$ cat src/rtl/lsa_pkg.sv
// Shared definitions for the load/store lane aligner.
// Assumes a 32-bit, four-lane, big-endian data word.
package lsa_pkg;
    localparam int LANE_W = 8;
    localparam int LANES  = 4;
    localparam int WORD_W = LANE_W * LANES;
    localparam int OFF_W  = $clog2(LANES);

    typedef enum logic [1:0] {
        SZ_BYTE = 2'd0,
        SZ_HALF = 2'd1,
        SZ_WORD = 2'd2
    } acc_size_e;

    typedef enum logic [1:0] {
        CMD_NONE  = 2'd0,
        CMD_LOAD  = 2'd1,
        CMD_STORE = 2'd2
    } acc_cmd_e;

    typedef struct packed {
        acc_cmd_e  cmd;
        acc_size_e size;
    } acc_kind_t;

    // Instruction encodings
    localparam logic [5:0] OPC_REGIDX   = 6'b000000;
    localparam logic [5:0] FN_LD_WORD   = 6'b100000;
    localparam logic [5:0] FN_ST_WORD   = 6'b101000;
    localparam logic [5:0] FN_LD_HALF   = 6'b100001;
    localparam logic [5:0] FN_ST_HALF   = 6'b101001;
    localparam logic [5:0] OPC_LD_WORD  = 6'b000100;
    localparam logic [5:0] OPC_ST_WORD  = 6'b001000;
    localparam logic [5:0] OPC_LD_HALF  = 6'b000101;
    localparam logic [5:0] OPC_ST_HALF  = 6'b001001;
    localparam logic [5:0] OPC_LD_BYTE  = 6'b000110;
    localparam logic [5:0] OPC_ST_BYTE  = 6'b001010;
endpackage

$ cat src/rtl/lsa_decode.sv
// Instruction decoder: maps opcode/function code to access kind and width.
// Assumes function code matters only for the register-indexed opcode.
module lsa_decode
    import lsa_pkg::*;
(
    input  logic [5:0] opcode,
    input  logic [5:0] func,
    output acc_kind_t  kind
);
    // Purpose: classify the instruction; unknown encodings yield CMD_NONE.
    always_comb begin
        kind.cmd  = CMD_NONE;
        kind.size = SZ_WORD;
        case (opcode)
            OPC_REGIDX: begin
                case (func)
                    FN_LD_WORD: begin kind.cmd = CMD_LOAD;  kind.size = SZ_WORD; end
                    FN_ST_WORD: begin kind.cmd = CMD_STORE; kind.size = SZ_WORD; end
                    FN_LD_HALF: begin kind.cmd = CMD_LOAD;  kind.size = SZ_HALF; end
                    FN_ST_HALF: begin kind.cmd = CMD_STORE; kind.size = SZ_HALF; end
                    default:    kind.cmd = CMD_NONE;
                endcase
            end
            OPC_LD_WORD: begin kind.cmd = CMD_LOAD;  kind.size = SZ_WORD; end
            OPC_ST_WORD: begin kind.cmd = CMD_STORE; kind.size = SZ_WORD; end
            OPC_LD_HALF: begin kind.cmd = CMD_LOAD;  kind.size = SZ_HALF; end
            OPC_ST_HALF: begin kind.cmd = CMD_STORE; kind.size = SZ_HALF; end
            OPC_LD_BYTE: begin kind.cmd = CMD_LOAD;  kind.size = SZ_BYTE; end
            OPC_ST_BYTE: begin kind.cmd = CMD_STORE; kind.size = SZ_BYTE; end
            default:     kind.cmd = CMD_NONE;
        endcase
    end
endmodule

$ cat src/rtl/lsa_store_lanes.sv
// Store lane generator: byte enables, replicated store data, misalignment.
// Assumes big-endian lanes: lane 0 (offset 0) is the most significant byte.
module lsa_store_lanes
    import lsa_pkg::*;
(
    input  acc_size_e          size,
    input  logic [OFF_W-1:0]   off,
    input  logic [WORD_W-1:0]  src,
    output logic [LANES-1:0]   lane_en,
    output logic [WORD_W-1:0]  lane_data,
    output logic               misaligned
);
    // Purpose: a halfword needs an even offset, a word needs offset zero.
    always_comb begin
        case (size)
            SZ_HALF: misaligned = off[0];
            SZ_WORD: misaligned = (off != '0);
            default: misaligned = 1'b0;
        endcase
    end

    for (genvar i = 0; i < LANES; i++) begin : g_lane
        localparam int              BIT_HI = WORD_W - 1 - LANE_W * i;
        localparam logic [OFF_W-1:0] IDX   = OFF_W'(i);
        localparam int              HALF_HI = LANE_W * (2 - (i % 2)) - 1;
        logic              hit;
        logic [LANE_W-1:0] lane_byte;

        // Purpose: decide whether this lane belongs to the addressed field.
        always_comb begin
            case (size)
                SZ_BYTE: hit = (off == IDX);
                SZ_HALF: hit = (off[OFF_W-1:1] == IDX[OFF_W-1:1]);
                default: hit = 1'b1;
            endcase
        end

        // Purpose: pick the source byte that lands in this lane.
        always_comb begin
            case (size)
                SZ_BYTE: lane_byte = src[LANE_W-1:0];
                SZ_HALF: lane_byte = src[HALF_HI -: LANE_W];
                default: lane_byte = src[BIT_HI -: LANE_W];
            endcase
        end

        assign lane_en[LANES-1-i]           = hit;
        assign lane_data[BIT_HI -: LANE_W]  = lane_byte;
    end
endmodule

$ cat src/rtl/lsa_load_extract.sv
// Load extractor: selects the addressed byte or halfword of a returned word
// and sign-extends it. Assumes big-endian lanes and an aligned access.
module lsa_load_extract
    import lsa_pkg::*;
(
    input  logic [WORD_W-1:0]  word,
    input  logic [OFF_W-1:0]   off,
    input  acc_size_e          size,
    output logic [WORD_W-1:0]  result
);
    logic [LANE_W-1:0]   byte_sel;
    logic [2*LANE_W-1:0] half_sel;

    // Purpose: lane selection by offset, most significant lane at offset 0.
    always_comb begin
        byte_sel = word[LANE_W * (LANES - 1 - int'(off)) +: LANE_W];
        half_sel = off[OFF_W-1] ? word[2*LANE_W-1:0] : word[WORD_W-1 -: 2*LANE_W];
    end

    // Purpose: sign-extend the selected field to the full width.
    always_comb begin
        case (size)
            SZ_BYTE: result = {{(WORD_W-LANE_W){byte_sel[LANE_W-1]}}, byte_sel};
            SZ_HALF: result = {{(WORD_W-2*LANE_W){half_sel[2*LANE_W-1]}}, half_sel};
            default: result = word;
        endcase
    end
endmodule

$ cat src/rtl/ls_lane_aligner.sv
// Load/store lane aligner top. Stage 0 registers the memory request,
// stage 1 tracks the outstanding read, stage 2 registers the load result.
// Assumes a synchronous memory that returns data the cycle after mem_re.
module ls_lane_aligner
    import lsa_pkg::*;
#(
    parameter int ADDR_W = 32
) (
    input  logic              clk,
    input  logic              rst_n,
    input  logic              req_valid,
    input  logic [5:0]        req_opcode,
    input  logic [5:0]        req_func,
    input  logic [ADDR_W-1:0] req_addr,
    input  logic [WORD_W-1:0] req_wdata,
    output logic [ADDR_W-1:0] mem_addr,
    output logic              mem_re,
    output logic [LANES-1:0]  mem_we,
    output logic [WORD_W-1:0] mem_wdata,
    output logic              mem_misalign,
    input  logic [WORD_W-1:0] mem_rdata,
    output logic              ld_valid,
    output logic [WORD_W-1:0] ld_data
);
    acc_kind_t           kind;
    logic [LANES-1:0]    lane_en;
    logic [WORD_W-1:0]   lane_data;
    logic                misaligned;
    logic                access;
    logic [OFF_W-1:0]    s0_off;
    acc_size_e           s0_size;
    logic                pend_valid;
    logic [OFF_W-1:0]    pend_off;
    acc_size_e           pend_size;
    logic [WORD_W-1:0]   extracted;

    lsa_decode u_decode (
        .opcode (req_opcode),
        .func   (req_func),
        .kind   (kind)
    );

    lsa_store_lanes u_store (
        .size       (kind.size),
        .off        (req_addr[OFF_W-1:0]),
        .src        (req_wdata),
        .lane_en    (lane_en),
        .lane_data  (lane_data),
        .misaligned (misaligned)
    );

    lsa_load_extract u_extract (
        .word   (mem_rdata),
        .off    (pend_off),
        .size   (pend_size),
        .result (extracted)
    );

    assign access = req_valid && (kind.cmd != CMD_NONE);

    // Purpose: stage 0, register the memory-side request.
    always_ff @(posedge clk) begin
        if (!rst_n) begin
            mem_addr     <= '0;
            mem_re       <= 1'b0;
            mem_we       <= '0;
            mem_wdata    <= '0;
            mem_misalign <= 1'b0;
            s0_off       <= '0;
            s0_size      <= SZ_WORD;
        end else begin
            mem_misalign <= access && misaligned;
            mem_re       <= access && !misaligned && (kind.cmd == CMD_LOAD);
            mem_we       <= (access && !misaligned && (kind.cmd == CMD_STORE)) ? lane_en : '0;
            if (access) begin
                mem_addr <= {req_addr[ADDR_W-1:OFF_W], {OFF_W{1'b0}}};
                s0_off   <= req_addr[OFF_W-1:0];
                s0_size  <= kind.size;
            end
            if (access && kind.cmd == CMD_STORE) begin
                mem_wdata <= lane_data;
            end
        end
    end

    // Purpose: stage 1, remember offset and width of the read in flight.
    always_ff @(posedge clk) begin
        if (!rst_n) begin
            pend_valid <= 1'b0;
            pend_off   <= '0;
            pend_size  <= SZ_WORD;
        end else begin
            pend_valid <= mem_re;
            pend_off   <= s0_off;
            pend_size  <= s0_size;
        end
    end

    // Purpose: stage 2, register the extracted, sign-extended load result.
    always_ff @(posedge clk) begin
        if (!rst_n) begin
            ld_valid <= 1'b0;
            ld_data  <= '0;
        end else begin
            ld_valid <= pend_valid;
            if (pend_valid) begin
                ld_data <= extracted;
            end
        end
    end

    AST_MISALIGN_QUIET: assert property (@(posedge clk) disable iff (!rst_n)
        mem_misalign |-> (mem_we == '0 && !mem_re));
    AST_NO_READ_WRITE: assert property (@(posedge clk) disable iff (!rst_n)
        !(mem_re && (mem_we != '0)));
    AST_WE_SHAPE: assert property (@(posedge clk) disable iff (!rst_n)
        ($countones(mem_we) != 3));
    AST_ACCESS_NEEDS_REQ: assert property (@(posedge clk) disable iff (!rst_n)
        (mem_re || (mem_we != '0) || mem_misalign) |-> $past(req_valid));
    AST_LOAD_AFTER_READ: assert property (@(posedge clk) disable iff (!rst_n)
        ld_valid |-> $past(mem_re, 2));
endmodule

$ cat config.mk
export PLATFORM = sky130hd
export DESIGN_NAME = ls_lane_aligner
export DESIGN_NICKNAME = d
export VERILOG_FILES = /design/src/rtl/lsa_pkg.sv /design/src/rtl/lsa_decode.sv /design/src/rtl/lsa_store_lanes.sv /design/src/rtl/lsa_load_extract.sv /design/src/rtl/ls_lane_aligner.sv
export SDC_FILE = /design/constraint.sdc
export NUM_CORES = 1
export LEC_CHECK = 0
export ABC_CLOCK_PERIOD_IN_PS = 3300
export CAP_MARGIN = 10
export CELL_PAD_IN_SITES_DETAIL_PLACEMENT = 1
export CELL_PAD_IN_SITES_GLOBAL_PLACEMENT = 2
export CORE_ASPECT_RATIO = 0.8
export CORE_MARGIN = 2
export CORE_UTILIZATION = 25
export DETAILED_ROUTE_END_ITERATION = 8
export PLACE_DENSITY = 0.86
export SYNTH_ARGS = -nofsm -noshare
export SYNTH_HDL_FRONTEND = slang
export SYNTH_HIERARCHICAL = 1
export SYNTH_SLANG_ARGS = --single-unit
$ cat constraint.sdc
create_clock -name clk -period 3.3 [get_ports clk]
set_input_delay 0.66 -clock clk [delete_from_list [all_inputs] [get_ports clk]]
set_output_delay 0.66 -clock clk [all_outputs]
set_load 0.02 [all_outputs]
==> results of run 1 <==
-- power breakdown --
group / total, uW / internal [uW] / leakage [uW] / switching, uW
combinational: 379 / 213 / 0.00184 / 167
sequential: 1350 / 1340 / 0.000888 / 8.08
clock: 1210 / 671 / 0.000156 / 541
-- routing by layer --
| layer | wire [microns] | track usage | vias to the layer above |
|---|---|---|---|
| met5 | 0 | 0 | - |
| met2 | 7460 | 0.228 | 136 |
| li1 | - | - | 2350 |
| met3 | 1240 | 0.0547 | 17 |
| met4 | 216 | 0.0398 | 0 |
| met1 | 8330 | 0.198 | 2214 |
-- flip-flops by register name, summed over array words and instances (netlist names) --
name,cells
ld_data,32
s0_off,2
pend_size,2
s0_size,2
mem_misalign,1
mem_re,1
pend_valid,1
pend_off,2
mem_we,4
mem_wdata,32
ld_valid,1
mem_addr,30
-- cells in the final DEF (no fill, tap or decap), drive strengths merged, types with 9 or more instances in the layout --
cell,instances
a221o,15
o21ai,18
inv,17
clkdlybuf4s50,210
buf,10
nand2,139
mux2i,99
mux2,23
a21o,17
dfxtp,110
nor2,45
clkbuf,9
-- worst max-delay path by stage --
| stage | from | slack (ns) | endpoint | depth (start not counted) |
|---|---|---|---|---|
| after floorplan | req_func[1] | 0.67 | mem_we[0] | 12 |
| after detailed placement | req_opcode[1] | 0.03 | mem_wdata[22] | 11 |
| final | req_opcode[1] | 0.36 | mem_wdata[22] | 11 |
| after CTS | req_opcode[1] | 0.41 | mem_wdata[22] | 11 |
| after global routing | req_opcode[1] | 0.16 | mem_wdata[26] | 11 |
| after global placement | req_func[1] | 0.13 | mem_wdata[22] | 11 |
-- tightest hold or removal path, cell delays in order (launching register included) --
cell and delay (ns):
dfxtp_1 0.31, nand2_1 0.06, inv_1 0.05
-- per-stage QoR --
| stage | instance area [sq um] | hold WS [ns] |
|---|---|---|
| global route | 7930 | 0.468 |
| detailed placement | 7610 | 0.426 |
| floorplan | 5440 | 0.402 |
| finish | 7930 | 0.435 |
| CTS | 7930 | 0.441 |
| global placement | 7610 | 0.421 |
-- cell type report --
| type | count | share of cell area |
|---|---|---|
| Multi-Input combinational cell | 417 | 0.352 |
| Timing Repair Buffer | 220 | 0.279 |
| Clock buffer | 9 | 0.0284 |
| Clock inverter | 6 | 0.0120 |
| Tap cell | 275 | 0.0434 |
| Inverter | 15 | 0.00710 |
| Sequential cell | 110 | 0.278 |
-- kinds of logic after synthesis --
group                    Yosys count
multiplexers                     122
XOR/XNOR                           2
AND/OR/NAND/NOR                  218
AO/OA/AOI/OAI                     69
buffers and inverters             69
adder cells (fa/ha/maj)            4
flip-flops                       110
other                              1
==> impl_metrics.ini, run 1 <==
[run_status]
status = finished clean

[clocking]
cts_tree = done
cts_resized = 0
clockBufferDepth = 2
cts_setup_buffers = 0
cts_num_sinks = 110
cts_root_buffer = clkbuf_16
clk_pin_slew_ns = 0.08
clk_latency_ns = 0.36
cts_hold_buf = 0
numCtsBuffers = 9
h-tree-depth = 3

[timing]
rsz0062_at_grt = false
finalSetupViolCount = 0
skew_ns = 0.00907
setup_slack_ns = 0.357
drv_slew = 0
tns_ns = 0
hold_viol_final = 0
worst_pin_slew_ns = 1.06
slew_headroom = 0.293
fin_crit_ns = 2.94
fmax_ghz = 0.340
fin_crit_sh = 0.892

[detailed_routing]
via_per_inst = 4.48
drtIter0Drc = 196
avgRoutedWirePerCell_microns = 16.4
dr_total_vias = 4717
antenna_left = 0
wl_microns = 17300
drc = 0
first_pass_iters = 4

[worst_setup_path]
crit_chain = clkdlybuf4s50_1 > nor4_1 > nand3_1 > o21ai_0 > buf_4 > inv_1 > ha_1 > or2_4 > mux2_4 > nand2_1 > mux2i_1
cp.required_ns = 3.54
cp_slowest_cell = clkdlybuf4s50_1
crit_fanout = 13
slowest_delay_ns = 0.47
critPathCaptureType = register
r2r_start = pend_size[1]
rrSetupSlack_ns = 1.11
rr_endpoint = ld_data[10]
crit_type = input pin to register
critPathBufInv = 3
start_kind = input pin
reg2reg_depth = 6
cp_top_family = simple AND/OR/NAND/NOR gates
arrival_ns = 3.19

[synth]
synth_commonest_cells = nand2_1, dfxtp_1, mux2i_1
ys_ff_latch = 110
synth_most_common_cell = nand2_1
syn-instance-count = 595
avgSynthCellArea_sq_um = 9.14
synthMuxAreaShare = 0.231
synthAdderAreaFrac = 0.00920
synthTopCellsByArea = dfxtp_1, mux2i_1, nand2_1
synth_edf_count = 0
yosysTopAreaCellShare = 0.405
syn_area_sq_um = 5440
synth-xor-area-share = 0.00322
synth-compound-area-share = 0.0962
synth_top_family_by_area = multiplexers
synthFlopType = dfxtp_1
yosysWarnings = 6
yosys.cell_types.count = 45
synth-simple-area-share = 0.173
ys_seq_area_frac = 0.405
synth_top_cell_by_area = dfxtp_1
async_flop_share = 0

[die]
fp.dieW_microns = 169
start_util = 0.254
dieArea_sq_um = 23000
core.rowCount = 48
die_h_microns = 136
io_pins = 214
fp.coreArea_sq_um = 21400

[min_path]
hold_path_class = register to register
hp-start = s0_off[0]
min_to = pend_off[0]
min_path_cells = 2

[cells_and_area]
multi_input_area_sq_um = 2790
diodes = 0
nFillCells = 2463
final-seq-area_sq_um = 2200
drive_above_1_share = 0.0734
final_nets = 888
area_delta_synth_final_pct = 45.8
instances_no_fill = 1052
final_core_util = 0.370

[place]
dp_slack_ns = 0.0320
dp_cells = 1037
dp_hpwl_microns = 12900
portBuffers = 211
gp_congestion = 0.783

[pwr]
leakagePower_uw = 0.00288
powerDensity_nw_per_um2 = 371
p_total_uw = 2940
peakVddDrop_v = 0.000205

[global_routing]
grt_max_degree = 123
antenna_found_initial = 0
globalRoute.totalOverflow = 0
grt_first_pass_wirelength_microns = 26800
grt_usage = 0.149
first_global_vias = 4785

[job]
maxCapViolations = 0
(Power assumes the default switching activity.)
==> run 2, diff against run 1 <==
--- a/config.mk
+++ b/config.mk
@@ -14,6 +14,7 @@
 export CORE_UTILIZATION = 25
 export DETAILED_ROUTE_END_ITERATION = 8
 export PLACE_DENSITY = 0.86
+export REMOVE_ABC_BUFFERS = 1
 export SYNTH_ARGS = -nofsm -noshare
 export SYNTH_HDL_FRONTEND = slang
 export SYNTH_HIERARCHICAL = 1
==> run 2 against run 1 <==
  * Clock skew about the same
  * Highest routed layer is now met5
  * Core utilization hardly changed
  * Sequential power about the same
  * Power shrank 2.2%
  * Hold slack gained 0.0012 ns
  * Die area unchanged
  * Global-route usage down 0.40 points
  * Routed wire length fell by 3.0%
  * Clock power decreased by 4%
  * Sequential share of layout area is essentially flat
==> impl_metrics.ini, run 2 (synthesized netlist as in run 1, its figures left out) <==
[cells_and_area]
drive_above_1_share = 0.0781
final-seq-area_sq_um = 2200
layout_common_cells = clkdlybuf4s50_1, nand2_1, dfxtp_1, mux2i_1, nor2_1
diodes = 0
multi_input_area_sq_um = 2790
final_nets = 891
area_delta_synth_final_pct = 45.7
nFillCells = 2496
instances_no_fill = 1056
final_common_cell = clkdlybuf4s50_1
top_regs = ld_data: 32 flops, mem_wdata: 32 flops, mem_addr: 30 flops

[min_path]
hold_path_class = register to register
hp-start = s0_size[0]
min_path_cells = 2
min_to = pend_size[0]

[clocking]
cts_resized = 0
clk_latency_ns = 0.36
cts_setup_buffers = 0
cts_tree = done
cts_hold_buf = 0
clk_pin_slew_ns = 0.09
numCtsBuffers = 9
cts_root_buffer = clkbuf_16
cts_num_sinks = 110
clockBufferDepth = 2
h-tree-depth = 3

[place]
portBuffers = 211
gp_congestion = 0.747
dp_hpwl_microns = 12200
dp_slack_ns = 0.0949
dp_cells = 1040

[timing]
worst_pin_slew_ns = 1.06
slew_headroom = 0.295
fmax_ghz = 0.353
finalSetupViolCount = 0
hold_viol_final = 0
fin_crit_sh = 0.859
fin_crit_ns = 2.83
skew_ns = 0.00951
rsz0062_at_grt = false
setup_slack_ns = 0.466
drv_slew = 0
tns_ns = 0

[global_routing]
grt_max_degree = 95
grt_usage = 0.145
grt_first_pass_wirelength_microns = 26100
first_global_vias = 4876
antenna_found_initial = 1
globalRoute.totalOverflow = 0

[worst_setup_path]
cp_slowest_cell = clkdlybuf4s50_1
cp.required_ns = 3.60
critPathCaptureType = register
rr_endpoint = ld_data[22]
start_kind = input pin
arrival_ns = 3.13
slowest_delay_ns = 0.46
crit_type = input pin to register
reg2reg_depth = 5
critPathBufInv = 2
startpoint = req_opcode[1]
cp_top_family = simple AND/OR/NAND/NOR gates
crit_chain = clkdlybuf4s50_1 > nor4_1 > nand3_1 > o21a_1 > inv_1 > ha_1 > nand2b_1 > o21ai_0 > a21oi_1 > nand2_1 > mux2i_1
crit_fanout = 8
rrSetupSlack_ns = 1.03
r2r_start = pend_off[1]

[detailed_routing]
avgRoutedWirePerCell_microns = 15.8
antenna_left = 0
first_pass_iters = 4
dr_total_vias = 4746
drtIter0Drc = 194
wl_microns = 16700
drc = 0
via_per_inst = 4.49

[pwr]
powerDensity_nw_per_um2 = 363
p_sw_frac = 0.250
internal_power_uw = 2150
switchingPower_uw = 720
p_total_uw = 2870
power_frac_comb = 0.129
pwr-share-clk = 0.402
seqPwrFrac = 0.469
leakagePower_uw = 0.00289
peakVddDrop_v = 0.000258

[die]
fp.dieW_microns = 169
core.rowCount = 48
die_h_microns = 136
dieArea_sq_um = 23000
io_pins = 214
fp.coreArea_sq_um = 21400
start_util = 0.254

[run_status]
status = finished clean

[job]
maxCapViolations = 0
run 2: cell count changes in the layout (fill, tap and decap cells not counted):
cell,delta
buf_12,-1
buf_4,+4
bufinv_16,-1
clkinv_2,+1
clkinv_4,-1
clkinvlp_4,+1
inv_8,+1
run 2: per-stage QoR:
| step | hold WS, ns | instance area, sq um | utilization |
|---|---|---|---|
| after floorplan | 0.402 | 5050 | - |
| after global placement | 0.420 | 7620 | 0.355 |
| after detailed placement | 0.421 | 7620 | 0.355 |
| after CTS | 0.442 | 7930 | 0.370 |
| after global routing | 0.475 | 7930 | 0.370 |
| final | 0.436 | 7930 | 0.370 |
run 2: how the worst max path moves through the flow:
stage / cells after the start / to
global placement: 11 / mem_wdata[18]
global route: 11 / mem_wdata[27]
finish: 11 / mem_wdata[24]
CTS: 11 / mem_wdata[24]
floorplan: 5 / s0_size[1]
detailed placement: 11 / mem_wdata[24]
run 2: per-layer routing:
layer / GRT usage / wire length (microns)
met5: 0 / 12
met3: 0.0684 / 1680
met2: 0.230 / 7320
met1: 0.179 / 7550
met4: 0.0335 / 175
run 2: cell type report:
class / instances / area share
Inverter: 15 / 0.00710
Timing Repair Buffer: 223 / 0.281
Multi-Input combinational cell: 417 / 0.352
Sequential cell: 110 / 0.278
Tap cell: 275 / 0.0434
Clock buffer: 9 / 0.0284
Clock inverter: 7 / 0.0101
run 2: tightest hold or removal path, stage by stage (launching register included):
cell and delay [ns]:
dfxtp_1 0.31, nand2_1 0.06, inv_1 0.05
run 2: power by group through the flow:
stage | clock network, uW | registers [uW] | logic [uW]
after global routing | 1260 | 1350 | 403
final | 1160 | 1350 | 371
after CTS | 1210 | 1350 | 375
after floorplan | 0 | 1390 | 123
after global placement | 0 | 1380 | 369
after detailed placement | 0 | 1380 | 373
==> run 3, diff against run 2 <==
--- a/config.mk
+++ b/config.mk
@@ -15,6 +15,7 @@
 export DETAILED_ROUTE_END_ITERATION = 8
 export PLACE_DENSITY = 0.86
 export REMOVE_ABC_BUFFERS = 1
+export SKIP_CTS_REPAIR_TIMING = 1
 export SYNTH_ARGS = -nofsm -noshare
 export SYNTH_HDL_FRONTEND = slang
 export SYNTH_HIERARCHICAL = 1
==> results of run 3 <==
No change in the layout: final DEF, timing and power equal those of run 2.
